### config.mk
export PLATFORM = sky130hd
export DESIGN_NAME = adcfg_rx
export DESIGN_NICKNAME = d
export VERILOG_FILES = /design/src/rtl/adcfg_pkg.sv /design/src/rtl/adcfg_sync.sv /design/src/rtl/adcfg_shift.sv /design/src/rtl/adcfg_bank.sv /design/src/rtl/adcfg_rx.sv
export SDC_FILE = /design/constraint.sdc
export NUM_CORES = 1
export LEC_CHECK = 0
export ABC_AREA = 1
export ABC_CLOCK_PERIOD_IN_PS = 2350
export CELL_PAD_IN_SITES_DETAIL_PLACEMENT = 1
export CELL_PAD_IN_SITES_GLOBAL_PLACEMENT = 1
export CORE_MARGIN = 5
export CORE_UTILIZATION = 41
export DETAILED_ROUTE_END_ITERATION = 8
export HOLD_SLACK_MARGIN = 0.03
export PLACE_DENSITY = 0.9
export SKIP_CTS_REPAIR_TIMING = 1
export SLEW_MARGIN = 40
export SYNTH_ARGS = -nofsm -noshare
export SYNTH_HDL_FRONTEND = slang
export SYNTH_SLANG_ARGS = --single-unit
### constraint.sdc
create_clock -name clk -period 2.35 [get_ports clk]
set_clock_uncertainty 0.05 [all_clocks]
set_input_delay 0.47 -clock clk [delete_from_list [all_inputs] [get_ports clk]]
set_output_delay 0.47 -clock clk [all_outputs]
set_load 0.01 [all_outputs]
### src/rtl/adcfg_pkg.sv
package adcfg_pkg;
  localparam int RW     = 3;  // range code width
  localparam int SELW   = 3;  // input-number field width in the byte
  localparam int PAYW   = 7;  // bits following the leading one

  // Accepted range codes: ground-referenced 0..6, differential 4..6
  function automatic logic range_ok(input logic dif, input logic [RW-1:0] code);
    if (dif) return (code >= 3'd4) && (code <= 3'd6);
    else     return (code != 3'd7);
  endfunction
endpackage

### src/rtl/adcfg_sync.sv
module adcfg_sync #(
  parameter int W = 1,
  parameter logic [W-1:0] RST_VAL = '0
) (
  input  logic         clk,
  input  logic         rst,
  input  logic [W-1:0] d_i,
  output logic [W-1:0] q_o
);
  logic [W-1:0] meta;

  always_ff @(posedge clk) begin
    if (rst) begin
      meta <= RST_VAL;
      q_o  <= RST_VAL;
    end else begin
      meta <= d_i;
      q_o  <= meta;
    end
  end
endmodule

### src/rtl/adcfg_shift.sv
module adcfg_shift
  import adcfg_pkg::*;
(
  input  logic            clk,
  input  logic            rst,
  input  logic            cs_act,
  input  logic            sck_rise,
  input  logic            sd,
  output logic            byte_vld,
  output logic [PAYW-1:0] byte_q
);
  localparam int CNTW = $clog2(PAYW);

  logic            hunting;
  logic [CNTW-1:0] cnt;
  logic [PAYW-2:0] shreg;

  always_ff @(posedge clk) begin
    if (rst) begin
      hunting  <= 1'b1;
      cnt      <= '0;
      shreg    <= '0;
      byte_vld <= 1'b0;
      byte_q   <= '0;
    end else begin
      byte_vld <= 1'b0;
      if (!cs_act) begin
        hunting <= 1'b1;
        cnt     <= '0;
      end else if (sck_rise) begin
        if (hunting) begin
          if (sd) begin
            hunting <= 1'b0;
            cnt     <= '0;
          end
        end else begin
          shreg <= {shreg[PAYW-3:0], sd};
          if (cnt == CNTW'(PAYW - 1)) begin
            byte_vld <= 1'b1;
            byte_q   <= {shreg, sd};
            hunting  <= 1'b1;
            cnt      <= '0;
          end else begin
            cnt <= cnt + 1'b1;
          end
        end
      end
    end
  end
endmodule

### src/rtl/adcfg_bank.sv
module adcfg_bank
  import adcfg_pkg::*;
#(
  parameter int NCH = 4,
  localparam int CW = $clog2(NCH)
) (
  input  logic              clk,
  input  logic              rst,
  input  logic              wr_vld,
  input  logic [SELW-1:0]   sel,
  input  logic              dif,
  input  logic [RW-1:0]     rng,
  output logic [NCH-1:0]    mode_o,
  output logic [NCH*RW-1:0] range_o,
  output logic              upd_stb,
  output logic [CW-1:0]     upd_ch,
  output logic              err_stb
);
  logic accept;
  assign accept = wr_vld && (int'(sel) < NCH) && range_ok(dif, rng);

  for (genvar i = 0; i < NCH; i++) begin : g_ch
    localparam logic [CW-1:0] IDX = CW'(i);
    logic hit;
    assign hit = (sel[CW-1:0] == IDX) || (dif && (sel[CW-1:1] == IDX[CW-1:1]));

    always_ff @(posedge clk) begin
      if (rst) begin
        mode_o[i]            <= 1'b0;
        range_o[i*RW +: RW]  <= '0;
      end else if (accept && hit) begin
        mode_o[i]            <= dif;
        range_o[i*RW +: RW]  <= rng;
      end
    end
  end

  always_ff @(posedge clk) begin
    if (rst) begin
      upd_stb <= 1'b0;
      err_stb <= 1'b0;
      upd_ch  <= '0;
    end else begin
      upd_stb <= accept;
      err_stb <= wr_vld && !accept;
      if (accept) upd_ch <= sel[CW-1:0];
    end
  end
endmodule

### src/rtl/adcfg_rx.sv
module adcfg_rx
  import adcfg_pkg::*;
#(
  parameter int NCH = 4,
  localparam int CW = $clog2(NCH)
) (
  input  logic              clk,
  input  logic              rst,
  input  logic              cs_n,
  input  logic              sclk,
  input  logic              sdi,
  output logic [NCH-1:0]    mode_o,
  output logic [NCH*RW-1:0] range_o,
  output logic              upd_stb,
  output logic [CW-1:0]     upd_ch,
  output logic              err_stb
);
  logic            cs_s, sck_s, sd_s, sck_d;
  logic            byte_vld;
  logic [PAYW-1:0] byte_q;

  adcfg_sync #(.W(3), .RST_VAL(3'b100)) u_sync (
    .clk (clk),
    .rst (rst),
    .d_i ({cs_n, sclk, sdi}),
    .q_o ({cs_s, sck_s, sd_s})
  );

  always_ff @(posedge clk) begin
    if (rst) sck_d <= 1'b0;
    else     sck_d <= sck_s;
  end

  adcfg_shift u_shift (
    .clk      (clk),
    .rst      (rst),
    .cs_act   (!cs_s),
    .sck_rise (sck_s && !sck_d),
    .sd       (sd_s),
    .byte_vld (byte_vld),
    .byte_q   (byte_q)
  );

  adcfg_bank #(.NCH(NCH)) u_bank (
    .clk     (clk),
    .rst     (rst),
    .wr_vld  (byte_vld),
    .sel     (byte_q[6:4]),
    .dif     (byte_q[3]),
    .rng     (byte_q[2:0]),
    .mode_o  (mode_o),
    .range_o (range_o),
    .upd_stb (upd_stb),
    .upd_ch  (upd_ch),
    .err_stb (err_stb)
  );
endmodule

==> results of run 1 <==
-- power by group through the flow --
| stage | clock [mW] | sequential, mW | combinational, mW |
|---|---|---|---|
| finish | 0.601 | 0.769 | 0.0376 |
| global route | 0.652 | 0.770 | 0.0428 |
| CTS | 0.624 | 0.769 | 0.0383 |
| detailed placement | 0 | 0.788 | 0.0381 |
| global placement | 0 | 0.787 | 0.0366 |
| floorplan | 0 | 0.787 | 0.0238 |
-- through the flow --
| step | cells | power [mW] | area (um^2) |
|---|---|---|---|
| after floorplan | 247 | 0.810 | 1810 |
| after global placement | 319 | 0.824 | 2100 |
| after detailed placement | 319 | 0.826 | 2100 |
| after CTS | 327 | 1.43 | 2220 |
| after global routing | 327 | 1.47 | 2220 |
| final | 327 | 1.41 | 2220 |
-- state kept, by name, indices dropped and copies added, names as in the netlist --
signal	count
u_bank.upd_ch	2
u_bank.mode_o	4
sck_d	1
u_bank.err_stb	1
u_shift.shreg	6
u_bank.range_o	12
u_shift.cnt	3
u_shift.byte_vld	1
u_shift.hunting	1
u_bank.upd_stb	1
u_sync.meta	3
u_sync.q_o	3
u_shift.byte_q	7
-- cell usage in the layout, fill, tap and decap left out --
cell type        instances
inv_1                   29
bufinv_16                1
nand4_1                 12
or2_2                    2
o21bai_1                 2
nand3_1                 13
clkinvlp_4               1
a21oi_1                  7
nand3_4                  1
nor2_2                   6
nor2_4                   3
clkbuf_8                 6
dfxtp_1                 45
nor3_1                   1
o21ai_0                 16
nand2_1                 55
buf_4                    2
inv_2                    1
nor2_1                  48
clkdlybuf4s50_1         24
-- path summary, 6_finish.rpt --
path                              endpoint                      startpoint  cells past startpoint
max reg2reg  u_bank.mode_o[3]$_SDFFE_PP0P_  u_shift.byte_q[1]$_SDFFE_PP0P_                      5
max                              mode_o[3]   u_bank.mode_o[3]$_SDFFE_PP0P_                      1
min reg2reg       u_sync.q_o[1]$_SDFF_PP0_       u_sync.meta[1]$_SDFF_PP0_                      2
min               u_sync.q_o[1]$_SDFF_PP0_       u_sync.meta[1]$_SDFF_PP0_                      2
-- kinds of logic (layout without fill, tap and decap cells) --
| logic type | after synthesis | in the layout |
|---|---|---|
| compound gates | 25 | 25 |
| simple gates | 141 | 141 |
| flops | 45 | 45 |
| buf+inv | 36 | 64 |
-- area by class of cell --
class / instances / area, um^2 / share of cell area [%]
sequential: 45 / 901 / 40.6
multi-input combinational: 166 / 763 / 34.4
timing repair buffer: 26 / 255 / 11.5
clock buffer: 6 / 82.6 / 3.72
inverter: 30 / 113 / 5.08
clock inverter: 2 / 37.5 / 1.69
tap: 52 / 65.1 / 2.93
-- per-layer routing --
metal / vias up / part of all wire [%] / global-route usage, %
met3: 7 / 3.7 / 3.07
li1: 830 / - / -
met1: 743 / 44 / 16.0
met5: - / 0 / 0
met2: 22 / 51 / 27.7
met4: 0 / 1.8 / 5.77
-- worst reg2reg max path: stages, from the launching register on --
cell	delay, ns
dfxtp_1	0.33
nand3_1	0.46
nand3_4	0.30
nor2_2	0.20
nand3_1	0.13
nand2_1	0.08
==> PnR_summary.wiki, run 1 <==
{| class="wikitable"
! Metric !! Value
|-
| Arrival time at the worst endpoint || 1.20 ns
|-
| Worst-case headroom to the max-slew limit || 53.0%
|-
| Ranking of synthesized cells by instance count || nand2_1 (55), nor2_1 (48), dfxtp_1 (45), inv_1 (29), o21ai_0 (16)
|-
| Most frequent cell after synthesis || nand2_1
|-
| Total congestion overflow after global routing || 0
|-
| Inserted Diodes || 0
|-
| Library cells used by synthesis || 19
|-
| Combined area of all synthesized cells || 0.00181 mm^2
|-
| Post-DR vias/cell || 4.90
|-
| Largest net degree at the start of global routing || 34
|-
| Class of the most critical setup path || flop to output port
|-
| Hold Violations, Final || 0
|-
| Clock latency on the worst-skew pair || 0.30 ns
|-
| Fillcell total || 556
|-
| Tightest Pin Transition || 0.702 ns
|-
| Detailed placer's ending HPWL || 3090 um
|-
| Result of the run || complete, no violations
|-
| Highest ir drop seen on vdd || 0.483 mV
|-
| Synth top area share || 49.9%
|-
| CTS clock-pin slew for the worst setup and hold paths || 0.08 ns
|-
| Number of pins exceeding their max-slew limit in the final report || 0
|-
| Vias in the first global route || 1618
|-
| Proportion of layout cells with a drive suffix above 1 || 8.36%
|-
| Total negative slack || 0 ns
|-
| Dominant delay contributor by cell family on the critical path || buffers and inverters
|-
| Post-layout worst setup margin || 0.635 ns
|-
| Net Count, Synth || 252
|-
| Worst setup slack after placement || 0.619 ns
|-
| Starting DRT DRC Count || 78
|-
| Maximum count of clock buffers along a single path || 2
|-
| Proportion of register bits with asynchronous set or reset after synthesis || 0%
|-
| Global-route wire length before repair || 7150 um
|-
| Sum of buffers and inverters on the critical path || 1
|-
| Part of the power in registers || 54.6%
|-
| Die width || 76.4 um
|-
| Cell breakdown of the critical path || clkdlybuf4s50_1
|-
| Adder-cell share of the synthesized area || 0%
|-
| Net total in the final layout || 279
|-
| Number of violations of the max-capacitance limit || 0
|-
| Standard-cell rows || 24
|-
| Synthesized-area fraction occupied by ao, oa, aoi and oai cells || 7.21%
|-
| Power per Cell Area || 635 mW/mm^2
|-
| Sequential element share of the synthesized area || 49.9%
|-
| Data required time at the worst endpoint || 1.83 ns
|-
| Type of element launching the critical path || flop
|-
| RSZ-0062 raised after global routing || no
|-
| Area share of and/or/nand/nor cells after synthesis || 35.1%
|-
| Clock network fraction of total power || 42.7%
|-
| Dominant cell type by area after synthesis || dfxtp_1
|-
| H-tree levels || 2
|-
| Hold/Removal Path Class || flop to flop
|-
| Number of buffers added by the clock tree synthesis step || 5
|-
| Final routed DRC violation total || 0
|-
| Number of routed nets with antenna violations || 0
|-
| Detailed-route wire length || 4080 um
|-
| Highest clock frequency the design can meet || 583 MHz
|-
| Floorplan Core Area || 0.00432 mm^2
|-
| Proportion of total power due to net switching || 19.9%
|-
| Endpoint kind of the worst setup timing path || output port
|-
| Top cells by area, synth || dfxtp_1 (50%), nand2_1 (11%), nor2_1 (10%), inv_1 (6.0%), o21ai_0 (4.4%)
|-
| Initial cell density of the core || 41.8%
|-
| Die area || 0.00583 mm^2
|-
| Initial antenna violation count || 0
|-
| Average wire per standard cell || 12.5 um
|-
| Yosys warning count || 0
|-
| Cell at the root of the clock tree || clkbuf_8
|-
| Flip-flop cell with the highest count after synthesis || dfxtp_1
|-
| Worst reg2reg setup slack || 0.74 ns
|-
| Endpoints failing setup || 0
|-
| Port-buffer cells || 24
|-
| Gate count after technology mapping || 247
|-
| First-pass iteration count of the detailed router || 4
|-
| Fraction of power consumed by combinational cells || 2.7%
|-
| Min cycle time layout || 1.72 ns
|-
| Slowest cell delay on critical path || 0.55 ns
|-
| Layout Area Growth over Synthesis || 22.8%
|-
| Global-route usage over all layers || 14.8%
|-
| Parity-gate share of the synthesized area counting xor and xnor cells || 0%
|-
| Number of top-level pins || 25
|-
| Leakage power total || 0.873 nW
|-
| Register bit count reported by yosys || 45
|-
| Sinks on the clock net || 45
|-
| Dominant combinational cell family by area after synthesis || simple AND/OR/NAND/NOR gates
|-
| Mux contribution to synthesized area || 0%
|-
| RD Place Congestion || 0.765
|-
| Vert. Die Dim || 76.4 um
|-
| Hold_ws || 0.363 ns
|-
| Final design utilization || 51.3%
|-
| Vias || 1602
|-
| Mean post-synth cell area || 7.31 um^2
|-
| Power dissipated by switching net loads || 0.281 mW
|-
| Crit path max-delay cell type || clkdlybuf4s50_1
|-
| Cell Int Power || 1.13 mW
|-
| Final period util || 73.0%
|-
| Highest fanout seen on the critical path || 2
|-
| Number of enable flip-flop cells after synthesis || 0
|-
| Clock tree from TritonCTS || yes
|}
Power figures use the tool's default switching activity.
==> inputs of run 2 (changes only) <==
--- a/config.mk
+++ b/config.mk
@@ -6,14 +6,14 @@
 export NUM_CORES = 1
 export LEC_CHECK = 0
 export ABC_AREA = 1
-export ABC_CLOCK_PERIOD_IN_PS = 2350
+export ABC_CLOCK_PERIOD_IN_PS = 1660
 export CELL_PAD_IN_SITES_DETAIL_PLACEMENT = 1
 export CELL_PAD_IN_SITES_GLOBAL_PLACEMENT = 1
 export CORE_MARGIN = 5
-export CORE_UTILIZATION = 41
+export CORE_UTILIZATION = 38
 export DETAILED_ROUTE_END_ITERATION = 8
 export HOLD_SLACK_MARGIN = 0.03
-export PLACE_DENSITY = 0.9
+export PLACE_DENSITY = 0.85
 export SKIP_CTS_REPAIR_TIMING = 1
 export SLEW_MARGIN = 40
 export SYNTH_ARGS = -nofsm -noshare
==> constraint.sdc (replaced) <==
create_clock -name clk -period 1.66 [get_ports clk]
set_clock_uncertainty 0.05 [all_clocks]
set_input_delay 0.332 -clock clk [delete_from_list [all_inputs] [get_ports clk]]
set_output_delay 0.332 -clock clk [all_outputs]
set_load 0.01 [all_outputs]
==> PnR_summary.wiki, run 2 (synthesized netlist as in run 1, its figures left out) <==
{| class="wikitable"
! Metric !! Value
|-
| Arrival time at the worst endpoint || 1.19 ns (about the same)
|-
| Standard-cell rows || 25 (+4.2%)
|-
| H-tree levels || 2 (unchanged)
|-
| Final design utilization || 47.7% (-3.6 points)
|-
| Register ranked first by flip-flop count || u_bank.range_o
|-
| Cell Area, Placed || 0.00211 mm^2 (+0.84%)
|-
| Most common library cell in the layout ignoring fill and taps || nand2_1
|-
| CTS clock-pin slew for the worst setup and hold paths || 0.08 ns (about the same)
|-
| Maximum count of clock buffers along a single path || 2 (unchanged)
|-
| Number of buffers added by the clock tree synthesis step || 5 (unchanged)
|-
| Type of element launching the critical path || flop
|-
| Total negative slack || 0 ns (unchanged)
|-
| Highest fanout seen on the critical path || 2 (unchanged)
|-
| Endpoints failing setup || 0 (unchanged)
|-
| Part of the power in registers || 56.2% (+1.6 points)
|-
| Largest register FFs || 12 (unchanged)
|-
| Most frequent cells in the layout || nand2_1 (55), nor2_1 (47), dfxtp_1 (45), inv_1 (29), clkdlybuf4s50_1 (24)
|-
| Post-Place Cells || 323 (+1.3%)
|-
| Tightest Pin Transition || 0.448 ns (-0.254 ns)
|-
| Sum of buffers and inverters on the critical path || 1 (unchanged)
|-
| Initial cell density of the core || 38.7% (-3.0 points)
|-
| Total congestion overflow after global routing || 0 (unchanged)
|-
| Fraction of power consumed by combinational cells || 2.9% (+0.2 points)
|-
| Detailed-route wire length || 4170 um (+2.3%)
|-
| Floorplan Core Area || 0.00466 mm^2 (+7.8%)
|-
| Vias || 1619 (+1.1%)
|-
| Global-route usage over all layers || 14.7% (-0.082 points)
|-
| Global-route wire length before repair || 7260 um (+1.5%)
|-
| Number of routed nets with antenna violations || 0 (unchanged)
|-
| Starting DRT DRC Count || 102 (+31%)
|-
| Number of top-level pins || 25 (unchanged)
|-
| Top Registers || u_bank.range_o (12), u_shift.byte_q (7), u_shift.shreg (6)
|-
| Clock tree from TritonCTS || yes
|-
| Number of violations of the max-capacitance limit || 0 (unchanged)
|-
| Cell Int Power || 1.55 mW (+37%)
|-
| Proportion of layout cells with a drive suffix above 1 || 9.06% (+0.69 points)
|-
| Die area || 0.00623 mm^2 (+6.8%)
|-
| Die width || 78.9 um (+3.4%)
|-
| Proportion of total power due to net switching || 20.2% (+0.28 points)
|-
| Fillcell total || 596 (+7.2%)
|-
| Port-buffer cells || 24 (unchanged)
|-
| Power per Cell Area || 873 mW/mm^2 (+37%)
|-
| Initial antenna violation count || 0 (unchanged)
|-
| Net total in the final layout || 281 (+0.72%)
|-
| RD Place Congestion || 0.800 (+4.5%)
|-
| Power dissipated by switching net loads || 0.392 mW (+40%)
|-
| Clock network fraction of total power || 40.9% (-1.8 points)
|-
| Highest clock frequency the design can meet || 638 MHz
|-
| Largest net degree at the start of global routing || 16 (-53%)
|-
| Hold_ws || 0.361 ns (-0.00220 ns)
|-
| Sequential cell area || 901 um^2 (unchanged)
|-
| Number of standard cells in the final layout excluding fillers || 330 (+0.92%)
|-
| Crit path max-delay cell type || clkdlybuf4s50_1
|-
| Endpoint kind of the worst setup timing path || output port
|-
| Inserted Diodes || 0 (unchanged)
|-
| Sinks on the clock net || 45 (unchanged)
|-
| First-pass iteration count of the detailed router || 4 (unchanged)
|-
| Vert. Die Dim || 78.9 um (+3.4%)
|-
| Final routed DRC violation total || 0 (unchanged)
|-
| Number of pins exceeding their max-slew limit in the final report || 0 (unchanged)
|-
| Final period util || 94.4%
|-
| Detailed placer's ending HPWL || 3290 um (+6.5%)
|-
| Leakage power total || 0.878 nW (+0.57%)
|-
| Post-layout worst setup margin || 0.0927 ns (-0.542 ns)
|-
| Layout Area Growth over Synthesis || 23.0%
|-
| Clock latency on the worst-skew pair || 0.30 ns (about the same)
|-
| Cell at the root of the clock tree || clkbuf_8
|-
| Worst setup slack after placement || 0.0809 ns (-0.538 ns)
|-
| Post-route cell area || 0.00222 mm^2 (+0.17%)
|-
| Hold Violations, Final || 0 (unchanged)
|-
| Slowest cell delay on critical path || 0.54 ns (about the same)
|-
| Vias in the first global route || 1605 (-0.80%)
|-
| Overall power of the completed layout || 1.94 mW (+38%)
|-
| Highest ir drop seen on vdd || 0.478 mV (-1.2%)
|-
| Average wire per standard cell || 12.6 um (+1.3%)
|-
| Post-DR vias/cell || 4.91 (+0.14%)
|-
| Worst-case headroom to the max-slew limit || 70.1% (+17 points)
|-
| Result of the run || complete, no violations
|-
| Class of the most critical setup path || flop to output port
|-
| RSZ-0062 raised after global routing || no
|-
| Multi-input gate area in the final layout || 766 um^2 (+0.33%)
|-
| Data required time at the worst endpoint || 1.28 ns (-0.55 ns)
|-
| Min cycle time layout || 1.57 ns
|-
| Hold/Removal Path Class || flop to flop
|-
| Worst reg2reg setup slack || 0.29 ns (-0.45 ns)
|-
| Cell breakdown of the critical path || clkdlybuf4s50_1
|-
| Dominant delay contributor by cell family on the critical path || buffers and inverters
|}
-- run 2: final cells by class --
cell class,count,share of cell area (%)
sequential,45,40.6
clock inverter,2,1.58
clock buffer,5,3.10
multi-input combinational,166,34.5
timing repair buffer,28,12.2
tap,54,3.04
inverter,30,5.07
-- run 2: worst paths after layout --
check,cells past startpoint,endpoint,from
setup / recovery,1,mode_o[0],u_bank.mode_o[0]$_SDFFE_PP0P_
hold / removal,2,u_sync.q_o[0]$_SDFF_PP0_,u_sync.meta[0]$_SDFF_PP0_
setup reg to reg,8,u_shift.byte_q[4]$_SDFFE_PP0P_,u_sync.q_o[1]$_SDFF_PP0_
hold reg to reg,2,u_sync.q_o[0]$_SDFF_PP0_,u_sync.meta[0]$_SDFF_PP0_
-- run 2: power by group through the flow --
stage          Sequential, mW  Combinational, mW  Clock [mW]
6_report                 1.09             0.0564       0.793
5_1_grt                  1.09             0.0634       0.860
4_1_cts                  1.09             0.0573       0.820
3_5_place_dp             1.11             0.0569           0
3_3_place_gp             1.11             0.0543           0
2_1_floorplan            1.11             0.0337           0
-- run 2: routing by layer --
metal	global-route usage (%)	up-vias	part of all wire, %	routed length [um]
met5	0	-	0	0
met4	6.36	0	1.4	59
met3	3.97	5	3.7	154
met2	25.6	25	50	2070
met1	16.9	754	45	1880
li1	-	835	-	-
==> inputs of run 3 (changes only) <==
--- a/config.mk
+++ b/config.mk
@@ -11,6 +11,7 @@
 export CELL_PAD_IN_SITES_GLOBAL_PLACEMENT = 1
 export CORE_MARGIN = 5
 export CORE_UTILIZATION = 38
+export CTS_CLUSTER_DIAMETER = 30
 export DETAILED_ROUTE_END_ITERATION = 8
 export HOLD_SLACK_MARGIN = 0.03
 export PLACE_DENSITY = 0.85
==> results of run 3 <==
The final DEF is identical to that of run 2; final timing and power are the same.
